--- src/rtl/tcc_pkg.sv ---
package tcc_pkg;
  localparam int CTRL_W   = 16;
  localparam int SRC_W    = 3;
  localparam int PSC_LSB  = 3;
  localparam int PSC_W    = 3;
  localparam int PSC_MAX  = 5;
  localparam int CNT_W    = 2 * PSC_MAX;
  localparam int CFG_W    = PSC_LSB + PSC_W;
  localparam int TMR_MAX  = 8;
  localparam int OST_BIT  = 15;
  localparam int WDT_BIT  = 16;

  localparam int A_STATUS = 0;
  localparam int A_SET    = 1;
  localparam int A_CLR    = 2;
  localparam int A_TMR    = 8;
  localparam int A_OST    = 16;
  localparam int A_WDT    = 17;

  typedef enum logic [1:0] {SRC_NONE, SRC_PCLK, SRC_RTC, SRC_EXT} src_e;

  // lowest set select bit wins
  function automatic src_e pick_src(input logic [SRC_W-1:0] sel);
    if (sel[0])      return SRC_PCLK;
    else if (sel[1]) return SRC_RTC;
    else if (sel[2]) return SRC_EXT;
    else             return SRC_NONE;
  endfunction

  // terminal count for a 4^n divider; codes above PSC_MAX saturate
  function automatic logic [CNT_W-1:0] div_limit(input logic [PSC_W-1:0] code);
    int unsigned n;
    n = (code > PSC_W'(PSC_MAX)) ? PSC_MAX : int'(code);
    return CNT_W'((1 << (2 * n)) - 1);
  endfunction

  function automatic logic [31:0] impl_mask(input int ntmr, input bit has_ost);
    logic [31:0] m;
    m = '0;
    for (int i = 0; i < ntmr; i++) m[i] = 1'b1;
    m[OST_BIT] = has_ost;
    m[WDT_BIT] = 1'b1;
    return m;
  endfunction
endpackage

--- src/rtl/tcc_stop_bank.sv ---
module tcc_stop_bank #(
  parameter int          DATA_W    = 32,
  parameter logic [31:0] IMPL_MASK = 32'h0001_00FF
) (
  input  logic              clk,
  input  logic              rst_n,
  input  logic              set_we,
  input  logic              clr_we,
  input  logic [DATA_W-1:0] wdata,
  output logic [DATA_W-1:0] stop_o
);
  localparam logic [DATA_W-1:0] MASK = DATA_W'(IMPL_MASK);

  logic [DATA_W-1:0] stop_q;
  logic [DATA_W-1:0] hit;

  assign hit = wdata & MASK;

  always_ff @(posedge clk) begin
    if (!rst_n)      stop_q <= MASK;
    else if (set_we) stop_q <= stop_q | hit;
    else if (clr_we) stop_q <= stop_q & ~hit;
  end

  assign stop_o = stop_q;

  p_set_bits_r2: assert property (@(posedge clk) disable iff (!rst_n)
    set_we |=> ((stop_q & $past(hit)) == $past(hit)));
  p_clr_bits_r3: assert property (@(posedge clk) disable iff (!rst_n)
    clr_we |=> ((stop_q & $past(hit)) == '0));
  p_idle_hold_r2: assert property (@(posedge clk) disable iff (!rst_n)
    (!set_we && !clr_we) |=> $stable(stop_q));
endmodule

--- src/rtl/tcc_channel.sv ---
module tcc_channel
  import tcc_pkg::*;
(
  input  logic              clk,
  input  logic              rst_n,
  input  logic              stopped,
  input  logic              wr_en,
  input  logic [CTRL_W-1:0] wr_data,
  input  logic [SRC_W-1:0]  src_ticks,   // {ext, rtc, pclk}
  output logic [CTRL_W-1:0] ctrl_o,
  output logic              tick_o
);
  logic [CTRL_W-1:0] ctrl_q;
  logic [CNT_W-1:0]  cnt_q;
  logic              tick_q;

  // named internal events
  logic              wr_ok;
  logic              cfg_change;
  src_e              src;
  logic              sel_tick;
  logic [CNT_W-1:0]  limit;
  logic              wrap;

  assign wr_ok      = wr_en && !stopped;
  assign cfg_change = wr_ok && (wr_data[CFG_W-1:0] != ctrl_q[CFG_W-1:0]);
  assign src        = pick_src(ctrl_q[SRC_W-1:0]);
  assign limit      = div_limit(ctrl_q[PSC_LSB +: PSC_W]);

  always_comb begin
    unique case (src)
      SRC_PCLK: sel_tick = src_ticks[0];
      SRC_RTC:  sel_tick = src_ticks[1];
      SRC_EXT:  sel_tick = src_ticks[2];
      default:  sel_tick = 1'b0;
    endcase
  end

  assign wrap = sel_tick && (cnt_q == limit);

  always_ff @(posedge clk) begin
    if (!rst_n) begin
      ctrl_q <= '0;
      cnt_q  <= '0;
      tick_q <= 1'b0;
    end else begin
      if (wr_ok) ctrl_q <= wr_data;
      if (stopped || cfg_change) cnt_q <= '0;
      else if (wrap)             cnt_q <= '0;
      else if (sel_tick)         cnt_q <= cnt_q + 1'b1;
      tick_q <= wrap && !stopped && !cfg_change;
    end
  end

  assign ctrl_o = ctrl_q;
  assign tick_o = tick_q;

  p_ctrl_locked_r5: assert property (@(posedge clk) disable iff (!rst_n)
    stopped |=> $stable(ctrl_q));
  p_gated_silent_r9: assert property (@(posedge clk) disable iff (!rst_n)
    stopped |=> (!tick_o && cnt_q == '0));
  p_cfg_restart_r10: assert property (@(posedge clk) disable iff (!rst_n)
    cfg_change |=> (cnt_q == '0 && !tick_o));
  p_no_source_r6: assert property (@(posedge clk) disable iff (!rst_n)
    (src == SRC_NONE) |=> !tick_o);
  p_cnt_bound_r7: assert property (@(posedge clk) disable iff (!rst_n)
    cnt_q <= limit);
  p_tick_needs_src_r8: assert property (@(posedge clk) disable iff (!rst_n)
    !sel_tick |=> !tick_o);
endmodule

--- src/rtl/timer_clk_ctrl.sv ---
module timer_clk_ctrl
  import tcc_pkg::*;
#(
  parameter int NUM_TIMERS = 8,
  parameter bit HAS_OST    = 1'b1,
  parameter int ADDR_W     = 5
) (
  input  logic                  clk,
  input  logic                  rst_n,
  input  logic [ADDR_W-1:0]     bus_addr,
  input  logic [31:0]           bus_wdata,
  input  logic                  bus_we,
  output logic [31:0]           bus_rdata,
  input  logic                  pclk_tick_i,
  input  logic                  rtc_tick_i,
  input  logic                  ext_tick_i,
  output logic [NUM_TIMERS-1:0] tmr_tick_o,
  output logic                  ost_tick_o,
  output logic                  wdt_tick_o
);
  localparam logic [31:0] IMPL_MASK = impl_mask(NUM_TIMERS, HAS_OST);

  logic [31:0]       stop_q;
  logic [SRC_W-1:0]  src_ticks;
  logic [CTRL_W-1:0] tmr_ctrl [TMR_MAX];
  logic [TMR_MAX-1:0] tmr_tick_all;
  logic [CTRL_W-1:0] ost_ctrl, wdt_ctrl;
  logic              set_we, clr_we;

  assign src_ticks = {ext_tick_i, rtc_tick_i, pclk_tick_i};
  assign set_we    = bus_we && (bus_addr == ADDR_W'(A_SET));
  assign clr_we    = bus_we && (bus_addr == ADDR_W'(A_CLR));

  tcc_stop_bank #(.DATA_W(32), .IMPL_MASK(IMPL_MASK)) u_stop (
    .clk(clk), .rst_n(rst_n), .set_we(set_we), .clr_we(clr_we),
    .wdata(bus_wdata), .stop_o(stop_q)
  );

  for (genvar g = 0; g < TMR_MAX; g++) begin : g_tmr
    if (g < NUM_TIMERS) begin : g_on
      tcc_channel u_ch (
        .clk(clk), .rst_n(rst_n), .stopped(stop_q[g]),
        .wr_en(bus_we && (bus_addr == ADDR_W'(A_TMR + g))),
        .wr_data(bus_wdata[CTRL_W-1:0]), .src_ticks(src_ticks),
        .ctrl_o(tmr_ctrl[g]), .tick_o(tmr_tick_all[g])
      );
    end else begin : g_off
      assign tmr_ctrl[g]     = '0;
      assign tmr_tick_all[g] = 1'b0;
    end
  end

  if (HAS_OST) begin : g_ost
    tcc_channel u_ch (
      .clk(clk), .rst_n(rst_n), .stopped(stop_q[OST_BIT]),
      .wr_en(bus_we && (bus_addr == ADDR_W'(A_OST))),
      .wr_data(bus_wdata[CTRL_W-1:0]), .src_ticks(src_ticks),
      .ctrl_o(ost_ctrl), .tick_o(ost_tick_o)
    );
  end else begin : g_no_ost
    assign ost_ctrl   = '0;
    assign ost_tick_o = 1'b0;
  end

  tcc_channel u_wdt (
    .clk(clk), .rst_n(rst_n), .stopped(stop_q[WDT_BIT]),
    .wr_en(bus_we && (bus_addr == ADDR_W'(A_WDT))),
    .wr_data(bus_wdata[CTRL_W-1:0]), .src_ticks(src_ticks),
    .ctrl_o(wdt_ctrl), .tick_o(wdt_tick_o)
  );

  assign tmr_tick_o = tmr_tick_all[NUM_TIMERS-1:0];

  always_comb begin
    bus_rdata = '0;
    if (bus_addr == ADDR_W'(A_STATUS)) bus_rdata = stop_q;
    for (int i = 0; i < TMR_MAX; i++)
      if (bus_addr == ADDR_W'(A_TMR + i)) bus_rdata = {16'h0, tmr_ctrl[i]};
    if (bus_addr == ADDR_W'(A_OST)) bus_rdata = {16'h0, ost_ctrl};
    if (bus_addr == ADDR_W'(A_WDT)) bus_rdata = {16'h0, wdt_ctrl};
  end

  p_rd_writeonly_r11: assert property (@(posedge clk) disable iff (!rst_n)
    (bus_addr == ADDR_W'(A_SET) || bus_addr == ADDR_W'(A_CLR)) |-> (bus_rdata == '0));
endmodule

--- config.mk ---
export PLATFORM = sky130hd
export DESIGN_NAME = timer_clk_ctrl
export DESIGN_NICKNAME = d
export VERILOG_FILES = /design/src/rtl/tcc_pkg.sv /design/src/rtl/tcc_stop_bank.sv /design/src/rtl/tcc_channel.sv /design/src/rtl/timer_clk_ctrl.sv
export SDC_FILE = /design/constraint.sdc
export NUM_CORES = 1
export LEC_CHECK = 0
export CORE_AREA = 4 4 178 180
export CTS_BUF_LIST = sky130_fd_sc_hd__clkbuf_8
export DETAILED_ROUTE_END_ITERATION = 8
export DIE_AREA = 0 0 182 184
export PLACE_DENSITY = 0.81
export SETUP_SLACK_MARGIN = 0.02
export SLEW_MARGIN = 20
export SYNTH_ARGS = -nofsm -noshare
export SYNTH_HDL_FRONTEND = slang
export SYNTH_SLANG_ARGS = --single-unit
--- constraint.sdc ---
create_clock -name clk -period 7.2 [get_ports clk]
set_input_delay 2.16 -clock clk [delete_from_list [all_inputs] [get_ports clk]]
set_output_delay 2.16 -clock clk [all_outputs]
set_load 0.05 [all_outputs]
==> flow_summary.toml, run 1 <==
[critical_path]
rrSetupSlack_ns = 4.16
reg2reg_from = "g_tmr[5].g_on.u_ch.ctrl_o[3]$_SDFFE_PN0P_"
r2r-end = "g_tmr[5].g_on.u_ch.cnt_q[5]$_SDFFE_PP0P_"
crit_fanout = 9
cp.required_ns = 5.04
critical_path.cell_chain = "clkdlybuf4s50_1, nor3b_2, o21ai_0, a222oi_1, o221ai_1, a21oi_1, buf_12"
crit_path_top_delay_cell = "clkdlybuf4s50_1"
crit_arrival_ns = 4.84
crit_type = "input pin to output pin"
critPathLaunchType = "input pin"
r2r_cells = 8
critPathCaptureType = "output pin"
critPathMaxStageDelay_ns = 0.61

[grt]
gr-total-overflow = 0
grt_max_degree = 80
grt_util_met1 = 0.293
grt.total_usage = 0.224
use_met2 = 0.371
busiest_layer = "met2"
grt_pass1_vias = 12600
grt_pass1_wl_microns = 63200
grtUsageMet3 = 0.0362
antenna_found_initial = 1

[power_and_ir_drop]
power.switching_uw = 816
power_leakage_uw = 0.00583
p_total_uw = 3350
combPwrFrac = 0.065
clock_power_share = 0.471
p_int_uw = 2530
p_seq_frac = 0.463
peakVddDrop_mv = 0.150
swShare = 0.244
power_density_nw_per_um2 = 196

[timing]
max_slew_margin = 0.193
tightest_slew_ns = 1.21
fin_skew_ns = 0.0242
setup-tns-final_ns = 0
fmax_mhz = 143
finalHoldViolCount = 0
fin_crit_sh = 0.972
setup_viol = 0
drv_slew = 0
post-route-min-period_ns = 7.00
rsz0062_at_grt = "false"

[yosys]
synth_area_leader_cell = "dfxtp_1"
netlist_area_sq_um = 15400
synth_edf_count = 0
yosys.area_share.xor_xnor = 0.103
synth_compound_area_frac = 0.129
synth-simple-area-share = 0.232
syn_area_per_cell_sq_um = 8.34
ys_warn_count = 0
synthFlopType = "dfxtp_1"
synthAdderAreaFrac = 0.0154
synth_top_family_by_area = "simple AND/OR/NAND/NOR gates"
netlist.area_leader.share = 0.363
netlist_instances = 1851
ys_top_cells_by_area = "dfxtp_1 (36%), mux2i_1 (8.7%), xor2_1 (6.1%)"
synth_seq_cells = 280
yosys-mux-area-fraction = 0.0949
yosysSeqAreaShare = 0.363
async_flop_share = 0
synthDistinctLibCells = 78

[floorplan]
fp-row-count = 64
initial_core_util = 0.511
ioPinCount = 85
die_h_microns = 184
coreArea_sq_um = 30200
die_area_sq_um = 33500
die_w_microns = 182

[final_layout]
final_cell_mix = "dfxtp_1 (280), nand2_1 (197), nor2_1 (146), mux2i_1 (134), a21oi_1 (127)"
fillers = 2571
multi_input_comb_area_sq_um = 8980
layout-drive-gt1-share = 0.0880
area_delta_synth_final_pct = 10.7
final_common_cell = "dfxtp_1"
antenna_cells = 0
instances_no_fill = 2259
nNetsFinal = 1887
final_util = 0.566
register_area_sq_um = 5610

[detailed_routing]
num_vias = 13500
ant_nets = 0
drt_iter0_markers = 1341
drt-wirelength-per-cell_microns = 17.3
viasPerCell = 5.97
drc = 0
dr.pass1.iters = 5
wirelength_microns = 39000

[clocking]
numCtsBuffers = 48
clock-sinks = 280
cts_tree = "done"
clkTransAtPathRegs_ns = 0.06
htree_levels = 2
post_cts_buffers = 0
ctsResizeCount = 0
worstSkewPairLatency_ns = 0.58
cts_root_buf = "clkbuf_8"
clk_path_buf_depth = 3
postCtsHoldBufs = 0

[min_path]
hold_start = "g_tmr[3].g_on.u_ch.ctrl_o[15]$_SDFFE_PN0P_"
worst_hold_path.endpoint = "g_tmr[3].g_on.u_ch.ctrl_o[15]$_SDFFE_PN0P_"
hp-class = "register to register"
whs_path_depth = 2

[run]
drv_cap = 0

[placed_design]
place_hpwl_microns = 26500
io_buffers = 54
gp_congestion = 0.965
dp.cells = 2171

[status]
status = "complete, no violations"
==> layout make-up <==
class | count | area share
flip-flops and latches | 280 | 0.328
well taps | 396 | 0.0290
clock buffers | 65 | 0.0523
multi-input cells | 1389 | 0.525
inverters | 23 | 0.00520
repair buffers | 83 | 0.0495
clock inverters | 23 | 0.0111
==> power groups by stage <==
stage | Sequential [uW] | Clock [uW] | Combinational [uW]
floorplan | 1590 | 0 | 146
global placement | 1590 | 0 | 210
detailed placement | 1590 | 0 | 213
global route | 1550 | 1680 | 228
CTS | 1550 | 1610 | 214
finish | 1550 | 1580 | 219
==> state kept, by name, summed over array words and instances, names as in the netlist, named ones only <==
signal / count
g_ost.u_ch.cnt_q: 10
g_ost.u_ch.ctrl_o: 16
g_ost.u_ch.tick_o: 1
g_tmr.g_on.u_ch.cnt_q: 80
g_tmr.g_on.u_ch.ctrl_o: 128
g_tmr.g_on.u_ch.tick_o: 8
u_wdt.cnt_q: 10
u_wdt.ctrl_o: 16
u_wdt.tick_o: 1
==> worst max-delay path by stage <==
stage	from	to	slack (ns)	cells after the start
2_1_floorplan	bus_addr[1]	bus_rdata[10]	0.60	6
3_3_place_gp	bus_addr[2]	bus_rdata[6]	0.43	7
3_5_place_dp	bus_addr[2]	bus_rdata[1]	0.32	7
4_1_cts	bus_addr[2]	bus_rdata[1]	0.33	7
5_1_grt	bus_addr[2]	bus_rdata[1]	0.24	7
6_report	bus_addr[2]	bus_rdata[6]	0.20	7
==> critical path, delay by kind of cell <==
| family | cells | cell delay [ns] |
|---|---|---|
| compound gates | 4 | 1.31 |
| simple gates | 1 | 0.58 |
| buf+inv | 2 | 0.80 |
==> routing by layer <==
layer  wire length, microns  share of wire
met5                      8        0.00021
met4                   1250          0.032
met3                   2940          0.075
met2                  18500           0.47
met1                  16300           0.42
==> logic make-up after synthesis <==
| group | Yosys count |
|---|---|
| XOR/XNOR | 182 |
| AO/OA/AOI/OAI | 310 |
| buffers and inverters | 196 |
| flip-flops | 280 |
| AND/OR/NAND/NOR | 718 |
| other | 1 |
| adder cells (fa/ha/maj) | 19 |
| multiplexers | 145 |
==> cell usage after synthesis (5+ instances only) <==
| library cell | instances |
|---|---|
| dfxtp_1 | 280 |
| nand2_1 | 197 |
| nor2_1 | 146 |
| mux2i_1 | 134 |
| a21oi_1 | 128 |
| nor3_1 | 121 |
| xor2_1 | 108 |
| clkbuf_1 | 82 |
| xnor2_1 | 74 |
| o21ai_0 | 59 |
| nand3_1 | 44 |
| buf_2 | 43 |
| nand4_1 | 40 |
| buf_4 | 31 |
| nor4_1 | 23 |
| inv_1 | 22 |
| and3_1 | 21 |
| ha_1 | 19 |
| nor2b_1 | 19 |
| or3_1 | 19 |
| a221oi_1 | 14 |
| and2_1 | 13 |
| o21a_1 | 13 |
| a221o_1 | 11 |
| mux2_2 | 11 |
| nand2b_1 | 11 |
| buf_1 | 10 |
| o2bb2ai_1 | 10 |
| nand3b_1 | 9 |
| o221ai_1 | 9 |
| nor3b_1 | 8 |
| a222oi_1 | 7 |
| nor4b_1 | 7 |
| a21o_1 | 6 |
| buf_6 | 6 |
| o211ai_1 | 6 |
| a211o_1 | 5 |
| a211oi_1 | 5 |
| and4_1 | 5 |
| o2111ai_1 | 5 |
==> through the flow <==
stage	worst slack [ns]	hold WS (ns)	area [sq um]
after detailed placement	0.322	0.447	16000
after global routing	0.235	0.472	17100
after CTS	0.328	0.455	17100
final	0.205	0.454	17100
after floorplan	0.602	0.432	15500
after global placement	0.427	0.439	16000
Power figures use the tool's default switching activity.
==> inputs of run 2 (changes only) <==
- CTS_CLUSTER_SIZE: unset -> 25
- HOLD_SLACK_MARGIN: unset -> 0.08
==> run 2 against run 1 <==
Net effect: hold slack got worse by 0.0014 ns; highest routed layer unchanged; die area did not move; final cell count did not move; fmax rose by 0.19%; core utilization did not move; setup slack improved by 0.013 ns; combinational power barely moved; sequential share of layout area did not move; total power barely moved; largest power group unchanged; clock skew rose by 0.0081 ns; clock-buffer cell count did not move.
==> flow_summary.toml, run 2 (synthesis gave the netlist of run 1 again) <==
[status]
status = "complete, no violations"

[final_layout]
nNetsFinal = 1887
instances_no_fill = 2259
register_area_sq_um = 5610
final_common_cell = "dfxtp_1"
antenna_cells = 0
multi_input_comb_area_sq_um = 8980
area_delta_synth_final_pct = 10.7
fillers = 2571
final_cell_mix = "dfxtp_1 (280), nand2_1 (197), nor2_1 (146), mux2i_1 (134), a21oi_1 (127)"
largest_reg_flops = 128
layout-drive-gt1-share = 0.0880

[critical_path]
rrSetupSlack_ns = 4.15
crit_path_top_delay_cell = "clkdlybuf4s50_1"
critPathMaxStageDelay_ns = 0.60
critical_path.cell_chain = "clkdlybuf4s50_1, nor3b_2, o21ai_0, a222oi_1, o221ai_1, a21oi_1, buf_12"
critPathLaunchType = "input pin"
crit_fanout = 9
crit_type = "input pin to output pin"
r2r-end = "g_tmr[5].g_on.u_ch.cnt_q[5]$_SDFFE_PP0P_"
cp.required_ns = 5.04
critPathCaptureType = "output pin"
crit_arrival_ns = 4.82
reg2reg_from = "g_tmr[5].g_on.u_ch.ctrl_o[5]$_SDFFE_PN0P_"
cp_num_buf_inv = 2
cpLargestDelayFamily = "compound AO/OA/AOI/OAI gates"
r2r_cells = 8

[min_path]
whs_path_depth = 2
worst_hold_path.endpoint = "g_tmr[3].g_on.u_ch.ctrl_o[15]$_SDFFE_PN0P_"
hp-class = "register to register"
hold_start = "g_tmr[3].g_on.u_ch.ctrl_o[15]$_SDFFE_PN0P_"

[clocking]
ctsResizeCount = 0
cts_root_buf = "clkbuf_8"
clkTransAtPathRegs_ns = 0.06
htree_levels = 2
worstSkewPairLatency_ns = 0.58
clk_path_buf_depth = 3
postCtsHoldBufs = 0
cts_tree = "done"
clock-sinks = 280
numCtsBuffers = 48
post_cts_buffers = 0

[detailed_routing]
ant_nets = 0
wirelength_microns = 39100
drc = 0
drt-wirelength-per-cell_microns = 17.3
viasPerCell = 5.97
num_vias = 13500
dr.pass1.iters = 5
drt_iter0_markers = 1163

[grt]
grt_pass1_wl_microns = 63200
grt_pass1_vias = 12600
gr-total-overflow = 0
grt_max_degree = 80
antenna_found_initial = 1
grt.total_usage = 0.224

[timing]
fin_skew_ns = 0.0324
fin_crit_sh = 0.970
setup_slack_ns = 0.218
max_slew_margin = 0.174
post-route-min-period_ns = 6.98
fmax_mhz = 143
tightest_slew_ns = 1.24
setup-tns-final_ns = 0
finalHoldViolCount = 0
rsz0062_at_grt = "false"
setup_viol = 0
drv_slew = 0

[floorplan]
fp-row-count = 64
die_w_microns = 182
initial_core_util = 0.511
coreArea_sq_um = 30200
die_h_microns = 184
ioPinCount = 85
die_area_sq_um = 33500

[power_and_ir_drop]
p_total_uw = 3350
combPwrFrac = 0.065
power.switching_uw = 818
power_leakage_uw = 0.00583
power_density_nw_per_um2 = 196
swShare = 0.244
clock_power_share = 0.472
p_int_uw = 2530
peakVddDrop_mv = 0.151
p_seq_frac = 0.463

[placed_design]
place_hpwl_microns = 26500
io_buffers = 54
place_ws_ns = 0.322
gp_congestion = 0.965
dp.cells = 2171

[run]
drv_cap = 0
==> run 2: cell counts in the layout (fill, tap and decap cells not counted) <==
No cell type changed its count.
==> run 2: power by group through the flow <==
stage          clock (uW)  combinational (uW)  sequential [uW]
3_5_place_dp            0                 213             1590
3_3_place_gp            0                 210             1590
2_1_floorplan           0                 146             1590
5_1_grt              1680                 228             1550
6_report             1580                 219             1550
4_1_cts              1610                 214             1550
==> run 2: cell type report <==
cell class              instances  area share
clock buffers                  65      0.0523
clock inverters                23      0.0111
multi-input cells            1389       0.525
inverters                      23     0.00520
repair buffers                 83      0.0495
flip-flops and latches        280       0.328
well taps                     396      0.0290
==> run 2: worst max-delay path by stage <==
| stage | slack [ns] | endpoint | cells past startpoint | start |
|---|---|---|---|---|
| 6_report | 0.22 | bus_rdata[1] | 7 | bus_addr[2] |
| 5_1_grt | 0.24 | bus_rdata[1] | 7 | bus_addr[2] |
| 4_1_cts | 0.33 | bus_rdata[1] | 7 | bus_addr[2] |
| 3_5_place_dp | 0.32 | bus_rdata[1] | 7 | bus_addr[2] |
| 3_3_place_gp | 0.43 | bus_rdata[6] | 7 | bus_addr[2] |
| 2_1_floorplan | 0.60 | bus_rdata[10] | 6 | bus_addr[1] |
==> run 2: layer usage <==
metal / vias to the layer above / share of wire / track usage
met3: 109 / 0.075 / 0.0362
met2: 531 / 0.47 / 0.371
met4: 2 / 0.035 / 0.0880
met1: 6382 / 0.42 / 0.293
met5: - / 0.00020 / 0
li1: 6461 / - / -
==> run 2: tightest hold or removal path, delay by kind of cell, from the launching register on <==
kind | cells | cell delay (ns)
DFF | 1 | 0.31
and+or+nand+nor | 1 | 0.05
AOI/OAI and AO/OA | 1 | 0.05
==> run 2: per-stage QoR <==
| step | area [sq um] | hold slack [ns] | utilization |
|---|---|---|---|
| floorplan | 15500 | 0.432 | - |
| global placement | 16000 | 0.439 | 0.530 |
| detailed placement | 16000 | 0.447 | 0.530 |
| CTS | 17100 | 0.455 | 0.566 |
| global route | 17100 | 0.472 | 0.566 |
| finish | 17100 | 0.453 | 0.566 |
